<file path="src/rtl/uart_dma_pkg.sv">
package uart_dma_pkg;

   localparam int unsigned CHAR_W = 8;
   localparam int unsigned FLAG_W = 4;
   localparam int unsigned RXE_W  = CHAR_W + FLAG_W;

   typedef enum logic [2:0] {
      WM_EIGHTH   = 3'd0,
      WM_QUARTER  = 3'd1,
      WM_HALF     = 3'd2,
      WM_3QUARTER = 3'd3,
      WM_7EIGHTH  = 3'd4
   } wm_sel_e;

endpackage

</file>
<file path="src/rtl/udr_fifo.sv">
module udr_fifo #(
   parameter int unsigned WIDTH = 8,
   parameter int unsigned DEPTH = 16,
   localparam int unsigned AW    = $clog2(DEPTH),
   localparam int unsigned CNT_W = $clog2(DEPTH + 1)
) (
   input  logic             clk,
   input  logic             rst_n,
   input  logic             fifo_en,
   input  logic             wr,
   input  logic [WIDTH-1:0] wdata,
   input  logic             rd,
   output logic [WIDTH-1:0] rdata,
   output logic [CNT_W-1:0] level,
   output logic [CNT_W-1:0] free,
   output logic             not_empty
);

   localparam logic [CNT_W-1:0] FULL_CAP = CNT_W'(DEPTH);
   localparam logic [CNT_W-1:0] ONE_CAP  = CNT_W'(1);

   if (DEPTH < 8) begin : g_bad_depth
      $error("udr_fifo: DEPTH must be at least 8");
   end
   if ((DEPTH & (DEPTH - 1)) != 0) begin : g_bad_pow2
      $error("udr_fifo: DEPTH must be a power of two");
   end
   if (WIDTH < 1) begin : g_bad_width
      $error("udr_fifo: WIDTH must be positive");
   end

   logic [WIDTH-1:0] mem [DEPTH];
   logic [AW-1:0]    wr_ptr, rd_ptr;
   logic [CNT_W-1:0] cap;
   logic             full, wr_ok, rd_ok;

   assign cap       = fifo_en ? FULL_CAP : ONE_CAP;
   assign full      = (level >= cap);
   assign not_empty = (level != '0);
   assign free      = full ? '0 : (cap - level);
   assign wr_ok     = wr && !full;
   assign rd_ok     = rd && not_empty;
   assign rdata     = mem[rd_ptr];

   always_ff @(posedge clk) begin
      if (wr_ok) begin
         mem[wr_ptr] <= wdata;
      end
   end

   always_ff @(posedge clk) begin
      if (!rst_n) begin
         wr_ptr <= '0;
         rd_ptr <= '0;
         level  <= '0;
      end else begin
         if (wr_ok) begin
            wr_ptr <= wr_ptr + AW'(1);
         end
         if (rd_ok) begin
            rd_ptr <= rd_ptr + AW'(1);
         end
         case ({wr_ok, rd_ok})
            2'b10:   level <= level + CNT_W'(1);
            2'b01:   level <= level - CNT_W'(1);
            default: level <= level;
         endcase
      end
   end

   AST_NO_OVERFLOW: assert property (@(posedge clk) disable iff (!rst_n)
      level <= FULL_CAP);
   AST_FULL_WRITE_DROPPED: assert property (@(posedge clk) disable iff (!rst_n)
      (wr && !rd && free == '0) |=> (level == $past(level)));
   AST_EMPTY_READ_DROPPED: assert property (@(posedge clk) disable iff (!rst_n)
      (rd && !wr && level == '0) |=> (level == '0));

endmodule

</file>
<file path="src/rtl/udr_wm_decode.sv">
module udr_wm_decode
   import uart_dma_pkg::*;
#(
   parameter int unsigned DEPTH = 16,
   localparam int unsigned CNT_W = $clog2(DEPTH + 1)
) (
   input  logic [2:0]       sel,
   output logic [CNT_W-1:0] wm
);

   localparam logic [CNT_W-1:0] LV_EIGHTH   = CNT_W'(DEPTH / 8);
   localparam logic [CNT_W-1:0] LV_QUARTER  = CNT_W'(DEPTH / 4);
   localparam logic [CNT_W-1:0] LV_HALF     = CNT_W'(DEPTH / 2);
   localparam logic [CNT_W-1:0] LV_3QUARTER = CNT_W'((DEPTH * 3) / 4);
   localparam logic [CNT_W-1:0] LV_7EIGHTH  = CNT_W'((DEPTH * 7) / 8);

   if (DEPTH / 8 < 1) begin : g_bad_depth
      $error("udr_wm_decode: smallest threshold would be zero");
   end

   always_comb begin
      case (sel)
         WM_EIGHTH:   wm = LV_EIGHTH;
         WM_QUARTER:  wm = LV_QUARTER;
         WM_HALF:     wm = LV_HALF;
         WM_3QUARTER: wm = LV_3QUARTER;
         WM_7EIGHTH:  wm = LV_7EIGHTH;
         default:     wm = LV_HALF;
      endcase
   end

   AST_WM_NONZERO: assert final (wm != '0);

endmodule

</file>
<file path="src/rtl/udr_req_ctrl.sv">
module udr_req_ctrl #(
   parameter int unsigned DEPTH = 16,
   parameter bit          IS_TX = 1'b1,
   localparam int unsigned CNT_W = $clog2(DEPTH + 1)
) (
   input  logic             clk,
   input  logic             rst_n,
   input  logic             dir_en,
   input  logic             fifo_en,
   input  logic             clr,
   input  logic             hold,
   input  logic [CNT_W-1:0] fill,
   input  logic [CNT_W-1:0] free,
   input  logic [CNT_W-1:0] wm,
   output logic             sreq,
   output logic             breq
);

   logic single_c, burst_c, quiet;

   if (IS_TX) begin : g_tx_metric
      assign single_c = (free != '0);
      assign burst_c  = (free >= wm);
   end else begin : g_rx_metric
      assign single_c = (fill != '0);
      assign burst_c  = (fill >= wm);
   end

   assign quiet = clr || !dir_en || hold;

   always_ff @(posedge clk) begin
      if (!rst_n) begin
         sreq <= 1'b0;
         breq <= 1'b0;
      end else if (quiet) begin
         sreq <= 1'b0;
         breq <= 1'b0;
      end else begin
         sreq <= single_c;
         breq <= burst_c && fifo_en;
      end
   end

   AST_BURST_WITH_SINGLE: assert property (@(posedge clk) disable iff (!rst_n)
      breq |-> sreq);
   AST_CLR_QUIET: assert property (@(posedge clk) disable iff (!rst_n)
      clr |=> (!sreq && !breq));
   AST_NOFIFO_NO_BURST: assert property (@(posedge clk) disable iff (!rst_n)
      !fifo_en |=> !breq);
   AST_DIR_OFF_QUIET: assert property (@(posedge clk) disable iff (!rst_n)
      !dir_en |=> (!sreq && !breq));

endmodule

</file>
<file path="src/rtl/uart_dma_req_gen.sv">
module uart_dma_req_gen
   import uart_dma_pkg::*;
#(
   parameter int unsigned DEPTH = 16,
   localparam int unsigned CNT_W = $clog2(DEPTH + 1)
) (
   input  logic              clk,
   input  logic              rst_n,
   input  logic              cfg_fifo_en,
   input  logic              cfg_tx_dma_en,
   input  logic              cfg_rx_dma_en,
   input  logic              cfg_rx_err_hold,
   input  logic [2:0]        cfg_tx_wm,
   input  logic [2:0]        cfg_rx_wm,
   input  logic              tx_wr,
   input  logic [CHAR_W-1:0] tx_wdata,
   input  logic              tx_rd,
   output logic [CHAR_W-1:0] tx_rdata,
   output logic              tx_valid,
   input  logic              rx_wr,
   input  logic [RXE_W-1:0]  rx_wdata,
   input  logic              rx_rd,
   output logic [RXE_W-1:0]  rx_rdata,
   output logic              tx_sreq,
   output logic              tx_breq,
   input  logic              tx_clr,
   output logic              rx_sreq,
   output logic              rx_breq,
   input  logic              rx_clr
);

   logic [CNT_W-1:0] tx_fill, tx_free, rx_fill, rx_free;
   logic [CNT_W-1:0] tx_wm_lv, rx_wm_lv;
   logic             rx_nonempty, rx_hold;

   udr_fifo #(.WIDTH(CHAR_W), .DEPTH(DEPTH)) u_tx_q (
      .clk(clk), .rst_n(rst_n), .fifo_en(cfg_fifo_en),
      .wr(tx_wr), .wdata(tx_wdata), .rd(tx_rd), .rdata(tx_rdata),
      .level(tx_fill), .free(tx_free), .not_empty(tx_valid));

   udr_fifo #(.WIDTH(RXE_W), .DEPTH(DEPTH)) u_rx_q (
      .clk(clk), .rst_n(rst_n), .fifo_en(cfg_fifo_en),
      .wr(rx_wr), .wdata(rx_wdata), .rd(rx_rd), .rdata(rx_rdata),
      .level(rx_fill), .free(rx_free), .not_empty(rx_nonempty));

   udr_wm_decode #(.DEPTH(DEPTH)) u_tx_wm (.sel(cfg_tx_wm), .wm(tx_wm_lv));
   udr_wm_decode #(.DEPTH(DEPTH)) u_rx_wm (.sel(cfg_rx_wm), .wm(rx_wm_lv));

   assign rx_hold = cfg_rx_err_hold && rx_nonempty && (|rx_rdata[RXE_W-1:CHAR_W]);

   udr_req_ctrl #(.DEPTH(DEPTH), .IS_TX(1'b1)) u_tx_req (
      .clk(clk), .rst_n(rst_n), .dir_en(cfg_tx_dma_en), .fifo_en(cfg_fifo_en),
      .clr(tx_clr), .hold(1'b0), .fill(tx_fill), .free(tx_free), .wm(tx_wm_lv),
      .sreq(tx_sreq), .breq(tx_breq));

   udr_req_ctrl #(.DEPTH(DEPTH), .IS_TX(1'b0)) u_rx_req (
      .clk(clk), .rst_n(rst_n), .dir_en(cfg_rx_dma_en), .fifo_en(cfg_fifo_en),
      .clr(rx_clr), .hold(rx_hold), .fill(rx_fill), .free(rx_free), .wm(rx_wm_lv),
      .sreq(rx_sreq), .breq(rx_breq));

   AST_ERR_HOLD_QUIET: assert property (@(posedge clk) disable iff (!rst_n)
      rx_hold |=> (!rx_sreq && !rx_breq));
   AST_TX_FULL_NO_SREQ: assert property (@(posedge clk) disable iff (!rst_n)
      (tx_free == '0) |=> !tx_sreq);
   AST_RX_EMPTY_NO_SREQ: assert property (@(posedge clk) disable iff (!rst_n)
      !rx_nonempty |=> !rx_sreq);

endmodule

</file>
<file path="config.mk">
export PLATFORM = sky130hd
export DESIGN_NAME = uart_dma_req_gen
export DESIGN_NICKNAME = d
export VERILOG_FILES = /design/src/rtl/uart_dma_pkg.sv /design/src/rtl/udr_fifo.sv /design/src/rtl/udr_wm_decode.sv /design/src/rtl/udr_req_ctrl.sv /design/src/rtl/uart_dma_req_gen.sv
export SDC_FILE = /design/constraint.sdc
export NUM_CORES = 1
export LEC_CHECK = 0
export ABC_CLOCK_PERIOD_IN_PS = 5400
export CORE_ASPECT_RATIO = 0.8
export CORE_MARGIN = 3
export CORE_UTILIZATION = 60
export DETAILED_ROUTE_END_ITERATION = 8
export PLACE_DENSITY = 0.9
export SLEW_MARGIN = 0
export SYNTH_ARGS = -nofsm -noshare
export SYNTH_HDL_FRONTEND = slang
export SYNTH_SLANG_ARGS = --single-unit
</file>
<file path="constraint.sdc">
create_clock -name clk -period 5.4 [get_ports clk]
set_input_delay 1.08 -clock clk [delete_from_list [all_inputs] [get_ports clk]]
set_output_delay 1.08 -clock clk [all_outputs]
set_load 0.005 [all_outputs]
</file>
==> out/metrics.cfg, run 1 <==
[critical_path]
cp_top_family = compound AO/OA/AOI/OAI gates
start_kind = input pin
slowest_delay_ns = 0.63
path_cells = clkdlybuf4s50_1 > ha_1 > a31oi_1 > a311oi_2 > inv_1 > ha_1 > xor2_1 > ha_1 > o21a_1 > o22a_1 > a21oi_1 > xor2_1 > or3_1 > a21boi_0
path_class = in -> reg
arrival_ns = 4.79
cp_max_fo = 9
worst-path-buf-inv = 2
end_kind = register
crit_slowest_cell = a311oi_2
cpMostUsedCell = ha_1
cp.required_ns = 5.83

[pwr]
p_leak_nw = 5.346
power_density_nw_per_um2 = 447.4
irDropWorstVdd_mv = 0.2536
power_mw = 7.410

[global_route]
grt_antenna_before_repair = 0
grt_pass1_vias = 7669
grt-ovfl-total = 0
grt_pass1_wl_um = 45950
grt_start_max_net_pins = 52
grt_usage_pct = 23.64

[timing]
setup_violations = 0
hold_viol_final = 0
timing.final.ws_setup_ns = 1.044
slew_violations = 0
timing.slew.headroom_pct = 29.45
worst_pin_slew_ns = 1.058
period_needed_ns = 4.356
fmax_ghz = 0.2296
rsz0062_at_grt = no
tns_ns = 0
timing.hold.ws_ns = 0.5542
fin_crit_sh_pct = 80.66
finClkSkew_ns = 0.01580

[floorplanning]
dieHeight_um = 144.8
num_rows = 50
start_util_pct = 61.42
dieArea_sq_um = 25990
die_w_um = 179.5
fp.coreArea_sq_um = 23520
ios = 63

[drt]
drt-pass1-iter-count = 5
postRouteAntennaNets = 0
vias = 7321
drtIter0Drc = 669
viasPerCell = 6.236
wl_per_cell_um = 25.60
drc = 0
routed_wl_um = 30050

[clock_tree]
cts_root_buf = clkbuf_16
clkLatencyLatePin_ns = 0.51
cts_max_path_buffers = 3
cts.repair.resized = 0
cts.sinks = 358
cts_tree = built
cts_hold_buf = 0
htreeDepth = 2
cts_setup_buffers = 0
clk_pin_slew_ns = 0.06
cts_made_buffers = 34

[synthesis]
syn_area_per_cell_sq_um = 19.14
synth_top_area_share_pct = 66.51
syn_inst = 755
ys_types = 50
synth_area_sq_um = 14450
ys_async_sr_fraction_pct = 0
syn-num-nets = 821
synth-edff-count = 320
yosysSeqAreaShare_pct = 71.78
synthTopCellsByArea = edfxtp_1 67%, mux4_2 14%, dfxtp_1 5.3%
yosys_warnings = 0
synth_largest_area_cell = edfxtp_1
synth_ff_type = edfxtp_1
synth-seq-cells = 358

[layout]
regArea_sq_um = 10380
design_area_sq_um = 16560
drive_gt1_share_pct = 20.88
final_nets = 903
area_delta_synth_final_pct = 14.64
fillers = 1401
antennaDiodeCount = 0
multi_input_area_sq_um = 3859

[outcome]
status = completed

[placed_design]
pre_cts_ws_ns = 0.5853
place_hpwl_um = 17680
place.gp.congestion = 0.8351
dpl-instance-area_sq_um = 15480
io_buffers = 62

[worst_hold_path]
min_path_type = reg -> reg

[job]
drv_cap = 0

## metrics by stage
stage	std cells	util [%]
2_1_floorplan	755	-
3_3_place_gp	1113	65.79
3_5_place_dp	1113	65.79
4_1_cts	1174	70.41
5_1_grt	1174	70.41
6_report	1174	70.41
## worst reg2reg max path, cell delays in order, from the launching register on
cell	delay, ns
dfxtp_1	0.44
nor3_2	0.40
a31oi_1	0.22
a311oi_2	0.63
inv_1	0.14
ha_1	0.34
xor2_1	0.19
ha_1	0.23
o21a_1	0.17
o22a_1	0.19
a21oi_1	0.17
xor2_1	0.10
or3_1	0.32
a21boi_0	0.16
## power by group
part           total (mW)  leakage, nW  internal (mW)  switching, mW
clock network        2.32        0.527           1.34          0.982
registers            3.45         3.19           3.17          0.275
logic                1.64         1.62          0.929          0.714
total                7.41         5.35           5.44           1.97
## final cells by class
cell class,count,area share (%)
well taps,312,2.357
inverters,17,0.3853
clock inverters,19,0.8537
repair buffers,84,4.744
clock buffers,42,5.704
multi-input cells,342,23.30
flip-flops and latches,358,62.66
## metal layers
metal  part of all wire [%]  global-route usage [%]  vias up
met2                     51                   41.41      336
met4                    3.1                   8.177        0
li1                       -                       -     3176
met5                      0                       0        -
met1                     38                   30.28     3743
met3                    7.2                   4.848       66
## synthesized netlist by cell type, types with 2 or more instances
library cell	count
xnor2_1	13
nor2b_1	10
a21boi_0	5
ha_1	28
nand2b_1	6
nor3b_1	3
a22oi_1	4
inv_1	16
a21o_1	2
o22ai_1	2
nor2_1	38
mux2i_1	14
or3_1	4
a21oi_1	7
o21ai_0	8
buf_2	7
nand3b_1	2
nand2_1	26
mux4_2	93
a221oi_1	4
nor3_1	11
clkbuf_1	25
nand4_1	4
and2_1	21
nand3_1	3
edfxtp_1	320
a31oi_1	3
buf_1	4
dfxtp_1	38
xor2_1	14
## registers in the layout, summed over array words and instances (netlist names), 4 cells and up, named ones only
register / flops
u_rx_q.level: 5
u_rx_q.mem: 192
u_rx_q.rd_ptr: 4
u_rx_q.wr_ptr: 4
u_tx_q.level: 5
u_tx_q.mem: 128
u_tx_q.rd_ptr: 4
u_tx_q.wr_ptr: 4
## cell families (layout without fill, tap and decap cells)
family,after synthesis,count (layout),synth area share (%)
AOI/OAI and AO/OA,48,48,2.382
buffers and inverters,55,162,1.654
and+or+nand+nor,132,132,4.659
muxes,107,107,15.47
DFF,358,358,71.78
adders and majority gates,28,28,2.425
xor gates and xnor gates,27,27,1.637
## path summary, 6_finish.rpt
kind | from | endpoint | slack, ns | depth (start not counted)
min | u_tx_q.level[4]$_SDFFE_PN0P_ | u_tx_q.level[4]$_SDFFE_PN0P_ | 0.55 | 2
max reg2reg | u_tx_q.level[1]$_SDFFE_PN0P_ | u_tx_q.level[4]$_SDFFE_PN0P_ | 1.63 | 13
max | cfg_fifo_en | u_tx_q.level[4]$_SDFFE_PN0P_ | 1.04 | 14
min reg2reg | u_tx_q.level[4]$_SDFFE_PN0P_ | u_tx_q.level[4]$_SDFFE_PN0P_ | 0.55 | 2
## layout by cell type (no fill, tap or decap), types with 7 or more instances in the layout
| cell | count |
|---|---|
| a21oi_1 | 7 |
| and2_1 | 21 |
| buf_4 | 22 |
| clkbuf_16 | 37 |
| clkdlybuf4s50_1 | 62 |
| clkinv_1 | 8 |
| dfxtp_1 | 34 |
| edfxtp_1 | 320 |
| ha_1 | 28 |
| inv_1 | 16 |
| mux2i_1 | 14 |
| mux4_2 | 93 |
| nand2_1 | 26 |
| nor2_1 | 38 |
| nor2b_1 | 10 |
| nor3_1 | 7 |
| o21ai_0 | 8 |
| xnor2_1 | 13 |
| xor2_1 | 14 |
Power figures use the tool's default switching activity.
==> run 2: changes to the inputs <==
- ABC_CLOCK_PERIOD_IN_PS: 5400 -> 3950
- CORE_UTILIZATION: 60 -> 54
- PLACE_DENSITY: 0.9 -> 0.86
- clock period: 5.4 -> 3.95 ns (I/O delays scaled with it)
==> out/metrics.cfg, run 2 (synthesis results as in run 1) <==
[outcome]
status = completed

[layout]
antennaDiodeCount = 0  ; unchanged
final_cell_mix = 320 x edfxtp_1, 93 x mux4_2, 62 x clkdlybuf4s50_1
mostFrequentLayoutCell = edfxtp_1
final_cell_count_no_fill = 1241  ; +5.7%
largest-register = u_rx_q.mem
area_delta_synth_final_pct = 17.10
final_nets = 932  ; +3.2%
largest_reg_flops = 192  ; unchanged
largest_registers = u_rx_q.mem: 192 flops, u_tx_q.mem: 128 flops
fillers = 1650  ; +18%
drive_gt1_share_pct = 23.26  ; +2.4 points

[timing]
period_needed_ns = 3.836
tns_ns = 0  ; unchanged
slew_violations = 0  ; unchanged
setup_violations = 0  ; unchanged
hold_viol_final = 0  ; unchanged
timing.slew.headroom_pct = 28.08  ; -1.4 points
worst_pin_slew_ns = 1.079  ; +0.02054 ns
timing.hold.ws_ns = 0.5350  ; -0.01925 ns
rsz0062_at_grt = no
fin_crit_sh_pct = 97.12
finClkSkew_ns = 0.03192  ; +0.01611 ns
fmax_ghz = 0.2607

[clock_tree]
clkLatencyLatePin_ns = 0.53  ; +0.02 ns
cts_setup_buffers = 0  ; unchanged
cts.sinks = 358  ; unchanged
htreeDepth = 2  ; unchanged
cts_made_buffers = 35  ; +2.9%
cts.repair.resized = 0  ; unchanged
clk_pin_slew_ns = 0.06  ; about the same
cts_tree = built
cts_max_path_buffers = 3  ; unchanged
cts_hold_buf = 0  ; unchanged
cts_root_buf = clkbuf_16

[pwr]
p_leak_nw = 5.541  ; +3.7%
power_frac_seq_pct = 44.0  ; -2.5 points
irDropWorstVdd_mv = 0.6559  ; +160%
switchingPower_mw = 2.729  ; +39%
p_clk_share_pct = 32.5  ; +1.2 points
combPwrFrac_pct = 23.5  ; +1.3 points
power_density_nw_per_um2 = 616.0  ; +38%
switching_share_pct = 26.18  ; -0.40 points
intPower_mw = 7.693  ; +41%

[job]
drv_cap = 0  ; unchanged

[critical_path]
start_kind = register
cp_max_fo = 40  ; +31
cp.required_ns = 3.16  ; -2.67 ns
arrival_ns = 3.05  ; -1.74 ns
path_class = reg -> out
end_kind = output pin

[global_route]
grt_antenna_before_repair = 0  ; unchanged
grt_usage_pct = 21.92  ; -1.7 points
grt_pass1_vias = 7843  ; +2.3%
grt_pass1_wl_um = 47820  ; +4.1%
grt-ovfl-total = 0  ; unchanged
grt_start_max_net_pins = 41  ; -21%

[drt]
wl_per_cell_um = 25.04  ; -2.2%
drtIter0Drc = 691  ; +3.3%
drt-pass1-iter-count = 5  ; unchanged
viasPerCell = 6.051  ; -3.0%
drc = 0  ; unchanged
vias = 7509  ; +2.6%
postRouteAntennaNets = 0  ; unchanged
routed_wl_um = 31080  ; +3.4%

[floorplanning]
die_w_um = 188.9  ; +5.2%
dieArea_sq_um = 28770  ; +11%
fp.coreArea_sq_um = 25830  ; +9.8%
dieHeight_um = 152.3  ; +5.2%
num_rows = 52  ; +4.0%
start_util_pct = 55.93  ; -5.5 points
ios = 63  ; unchanged

[worst_hold_path]
min_path_type = reg -> reg

[placed_design]
place_hpwl_um = 18640  ; +5.4%
place.gp.congestion = 0.7924  ; -5.1%
place_inst = 1180  ; +6.0%
io_buffers = 62  ; unchanged

run 2: changes by cell type in the layout (fill, tap and decap cells not counted), moves of 2 or more:
| cell | delta |
|---|---|
| buf_4 | +26 |
| bufinv_16 | +3 |
| buf_12 | +2 |
| clkbuf_1 | +2 |
| clkinv_1 | -2 |
| clkinvlp_2 | -2 |
run 2: path summary, 6_finish.rpt:
path                                              startpoint                            to  slack, ns  cells past startpoint
worst max register to register  u_tx_q.level[2]$_SDFFE_PN0P_  u_tx_q.level[4]$_SDFFE_PN0P_       0.80                     13
worst min-delay path            u_tx_q.level[4]$_SDFFE_PN0P_  u_tx_q.level[4]$_SDFFE_PN0P_       0.53                      2
worst min register to register  u_tx_q.level[4]$_SDFFE_PN0P_  u_tx_q.level[4]$_SDFFE_PN0P_       0.53                      2
worst max-delay path                                register                   rx_rdata[5]       0.11                      3
run 2: metrics by stage:
stage,area (sq um),setup slack (ns),utilization (%),total power [mW]
after global placement,15760,0.1134,61.01,6.996
after CTS,16920,0.08852,65.50,10.49
after floorplan,14450,0.1673,-,6.254
final,16920,0.1136,65.50,10.42
after detailed placement,15760,0.02134,61.01,7.084
after global routing,16920,0.03773,65.50,10.84
run 2: power groups by stage:
stage | clock network [mW] | logic (mW) | registers (mW)
after floorplan | 0 | 1.77 | 4.49
after global placement | 0 | 2.35 | 4.65
after detailed placement | 0 | 2.42 | 4.66
after CTS | 3.44 | 2.46 | 4.59
after global routing | 3.57 | 2.65 | 4.62
final | 3.39 | 2.45 | 4.59
run 2: area by class of cell:
type	instances	area, sq um	share of cell area (%)
clock buffer	44	940.9	5.562
clock inverter	17	217.7	1.287
inverter	17	63.81	0.3772
multi-input combinational	342	3859	22.81
sequential	358	10380	61.33
tap	351	439.2	2.596
timing repair buffer	112	1021	6.035
run 2: worst max-delay path, cell delays in order, from the launching register on:
cell and delay, ns:
dfxtp_2 1.02, mux4_2 0.46, mux4_2 0.55, clkdlybuf4s50_1 0.47
run 2: metal layers:
| metal | global-route usage [%] | vias up | part of all wire, % |
|---|---|---|---|
| met2 | 37.05 | 374 | 51 |
| met3 | 4.048 | 78 | 7.3 |
| li1 | - | 3223 | - |
| met1 | 29.35 | 3834 | 38 |
| met4 | 6.912 | 0 | 3.1 |
| met5 | 0 | - | 0 |
